`src/rtl/rdx4_ol_adder.sv`:
```
module rdx4_ol_adder #(
  parameter int DIGITS = 8,
  parameter int DW     = 3
) (
  input  logic          clk,
  input  logic          rst_n,
  input  logic          start,
  input  logic          in_valid,
  input  logic [DW-1:0] a_digit,
  input  logic [DW-1:0] b_digit,
  output logic          out_valid,
  output logic [DW-1:0] out_digit,
  output logic          done
);
  localparam int STEPS = DIGITS + 2;
  localparam int CW    = $clog2(STEPS + 1);
  localparam int SW    = DW + 1;

  logic                 active;
  logic [CW-1:0]        cnt;
  logic signed [DW-1:0] w_q, z_q;
  logic signed [SW-1:0] a_s, b_s, pos, tr, wi, z_next;
  logic                 feed, step;

  assign feed = cnt < CW'(DIGITS);
  assign step = active && (feed ? in_valid : 1'b1);

  assign a_s = feed ? SW'($signed(a_digit)) : '0;
  assign b_s = feed ? SW'($signed(b_digit)) : '0;
  assign pos = a_s + b_s;

  always_comb begin
    if (pos >= SW'(2))       tr = SW'(1);
    else if (pos <= -SW'(2)) tr = -SW'(1);
    else                     tr = '0;
  end

  assign wi     = pos - (tr <<< 2);
  assign z_next = SW'(w_q) + tr;

  always_ff @(posedge clk or negedge rst_n) begin
    if (!rst_n) begin
      active    <= 1'b0;
      cnt       <= '0;
      w_q       <= '0;
      z_q       <= '0;
      out_valid <= 1'b0;
      out_digit <= '0;
      done      <= 1'b0;
    end else if (start) begin
      active    <= 1'b1;
      cnt       <= '0;
      w_q       <= '0;
      z_q       <= '0;
      out_valid <= 1'b0;
      out_digit <= '0;
      done      <= 1'b0;
    end else begin
      out_valid <= 1'b0;
      if (step) begin
        cnt <= cnt + 1'b1;
        w_q <= wi[DW-1:0];
        z_q <= z_next[DW-1:0];
        if (cnt != '0) begin
          out_valid <= 1'b1;
          out_digit <= z_q;
        end
        if (cnt == CW'(STEPS - 1)) begin
          done   <= 1'b1;
          active <= 1'b0;
        end
      end
    end
  end
endmodule

```
`config.mk`:
```
export PLATFORM = sky130hd
export DESIGN_NAME = rdx4_ol_adder
export DESIGN_NICKNAME = d
export VERILOG_FILES = /design/src/rtl/rdx4_ol_adder.sv
export SDC_FILE = /design/constraint.sdc
export NUM_CORES = 1
export LEC_CHECK = 0
export ABC_AREA = 1
export ABC_CLOCK_PERIOD_IN_PS = 3600
export CAP_MARGIN = 25
export CORE_UTILIZATION = 30
export DETAILED_ROUTE_END_ITERATION = 8
export DONT_BUFFER_PORTS = 1
export GPL_ROUTABILITY_DRIVEN = 0
export PLACE_DENSITY = 0.51
export SLEW_MARGIN = 10
export SYNTH_ARGS = -nofsm -noshare
export SYNTH_HDL_FRONTEND = slang
export SYNTH_SLANG_ARGS = --single-unit
```
`constraint.sdc`:
```
create_clock -name clk -period 3.6 [get_ports clk]
set_input_delay 0.72 -clock clk [delete_from_list [all_inputs] [get_ports clk]]
set_output_delay 0.72 -clock clk [all_outputs]
set_load 0.1 [all_outputs]
```
==> flow_metrics.env <==
export IMPL_status="completed"
export IMPL_worstPathRequired_ps=3780
export IMPL_holdWs_ps=117
export IMPL_clkTransAtPathRegs_ps=90
export IMPL_cp_slowest_stage_delay_ps=600
export IMPL_ys_top_cells_by_area="dfrtp_1 42%, nand2_1 9.8%, ha_1 9.1%"
export IMPL_port_buffers=0
export IMPL_cts_post_setup_buffers_inserted=0
export IMPL_cp_start_kind="flip-flop"
export IMPL_p_sw_share_pct=30.0
export IMPL_leakagePower_nw=0.551
export IMPL_cts_resized_gates=0
export IMPL_routed_via_density=4.29
export IMPL_tns_ps=0
export IMPL_setup_worst_path_class="flip-flop to flip-flop"
export IMPL_syn_nets=138
export IMPL_finalHoldViolCount=0
export IMPL_synth_seq_cells=16
export IMPL_clock_sinks=16
export IMPL_fp_dieW_um=58.6
export IMPL_slew_headroom_pct=40.1
export IMPL_crit_path_max_fanout=11
export IMPL_critPathBufInv=2
export IMPL_p_clk_share_pct=29.7
export IMPL_grt_pass1_vias=687
export IMPL_timing_final_crit_share_pct=81.1
export IMPL_layout_drive_gt1_share_pct=13.9
export IMPL_p_per_area_nw_per_um2=381
export IMPL_slew_viol_final=0
export IMPL_drt_iter0_markers=31
export IMPL_yosysUniqueCellTypes=21
export IMPL_clock_skew_ps=1.07
export IMPL_grt_first_pass_wirelength_mm=2.88
export IMPL_hold_path_class="input port to asynchronous set/reset pin"
export IMPL_antenna_left=0
export IMPL_cp_arrival_ps=3100
export IMPL_cts_made_buffers=3
export IMPL_path_cells="nor2_1, ha_1, fa_1, nand2_1, nand3b_1, inv_1, a21oi_1, ha_1, inv_1, fa_1, xnor2_1, nand3_1, nand3_1, nand2_1"
export IMPL_cts_max_level=1
export IMPL_clk_latency_ps=280
export IMPL_critPathTopFamily="adder cells"
export IMPL_cts_tree="done"
export IMPL_drc_errors=0
export IMPL_nets=142
export IMPL_end_kind="flip-flop"
export IMPL_seqPwrFrac_pct=52.8
export IMPL_switchingPower_uw=120
export IMPL_ys_warn_count=0
export IMPL_row_count=20
export IMPL_grt_use_total_pct=11.3
export IMPL_fp_dieH_um=58.6
export IMPL_routed_wl_mm=1.59
export IMPL_yosysTopAreaCell="dfrtp_1"
export IMPL_clk_path_buf_depth=2
export IMPL_pre_cts_slack_ps=553
export IMPL_synthCells=119
export IMPL_dr_pass1_iters=4
export IMPL_antenna_found_initial=0
export IMPL_grt_overflow=0
export IMPL_ys_seq_area_share_pct=41.6
export IMPL_yosysTopAreaCellShare_pct=41.6
export IMPL_fin_crit_ps=2920
export IMPL_avgSynthCellArea_um2=8.09
export IMPL_syn_to_final_growth_pct=8.71
export IMPL_cap_violations=0
export IMPL_hpwl_mm=1.23
export IMPL_wl_per_cell_um=9.55
export IMPL_cpMaxStageDelayCell="dfrtp_1"
export IMPL_p_int_uw=279
export IMPL_grt_max_degree=17
export IMPL_start_util_pct=31.5
export IMPL_worst_slack_ps=680
export IMPL_core_area_um2=3050
export IMPL_syn_area_um2=962
export IMPL_max_freq_mhz=342
export IMPL_p_comb_share_pct=17.5
export IMPL_tightest_slew_ps=898
export IMPL_cts_root_buf="clkbuf_4"
export IMPL_rsz0062_at_grt="no"
export IMPL_finalSetupViolations=0
export IMPL_ir_drop_uv=90.6
export IMPL_die_area_um2=3440
export IMPL_vias=712
export IMPL_ioPinCount=15
export IMPL_cts_hold_buf=0
export IMPL_antenna_cells=0
worst paths after layout:
| path | slack, ps | cells past startpoint | endpoint | from |
|---|---|---|---|---|
| setup / recovery | 680 | 14 | z_q[2] | cnt[3] |
| hold / removal | 120 | 0 | active | rst_n |
| setup reg to reg | 680 | 14 | z_q[2] | cnt[3] |
| hold reg to reg | 490 | 2 | out_digit[2] | z_q[2] |
| max in group asynchronous | 3410 | 0 | z_q[1] | rst_n |
| min in group clk | 490 | 1 | done | start |
cell usage in the layout (no fill, tap or decap), drive strengths merged:
cell,instances
ha,7
and3,1
nor2,13
fa,2
clkbuf,4
a21oi,4
xnor2,1
nand3b,1
nor3,1
a22o,1
nand2,29
dfrtp,16
o22ai,2
nand3,8
o21ai,7
inv,25
cell usage after synthesis (all sizes together):
cell type and number:
nor2 13, dfrtp 16, nand2 29, nand3b 1, fa 2, ha 7, and3 1, buf 1
nor3 1, xnor2 1, a21oi 4, o21ai 7, inv 25, nand3 8, a22o 1, o22ai 2
routing by layer:
| metal | vias up | routed length (um) | track usage (%) |
|---|---|---|---|
| met5 | - | 0 | 0 |
| met4 | 0 | 29 | 7.14 |
| met3 | 2 | 59 | 2.42 |
| met2 | 16 | 677 | 17.2 |
| met1 | 318 | 819 | 14.5 |
| li1 | 376 | - | - |
layout make-up:
cell class                 instances  area (um^2)
tap                               44         55.1
inverter                          25         93.8
clock buffer                       4         36.3
sequential                        16          400
multi-input combinational         77          460
fill                             343         2010
state kept, by name, indices dropped and copies added, names as in the netlist:
register and count:
active 1, z_q 3, w_q 3, out_valid 1, out_digit 3, done 1, cnt 4
power by group through the flow:
stage               combinational (mW)  sequential (mW)  clock [mW]
global route                    0.0835            0.212       0.132
CTS                             0.0707            0.210       0.123
finish                          0.0698            0.210       0.118
global placement                0.0703            0.214           0
floorplan                       0.0595            0.213           0
detailed placement              0.0701            0.214           0
cells by family after synthesis:
logic type	share of synthesized area (%)
AND/OR/NAND/NOR	24.6
buffers and inverters	10.5
flip-flops	41.6
AO/OA/AOI/OAI	9.10
adder cells (fa/ha/maj)	13.3
XOR/XNOR	0.910
stage by stage:
step | util (%) | std cells | total power, mW | instance area [um^2]
floorplan | - | 119 | 0.272 | 962
global placement | 33.1 | 162 | 0.284 | 1010
detailed placement | 33.1 | 162 | 0.284 | 1010
CTS | 34.3 | 166 | 0.404 | 1050
global route | 34.3 | 166 | 0.427 | 1050
finish | 34.3 | 166 | 0.398 | 1050
Power figures use the tool's default switching activity.
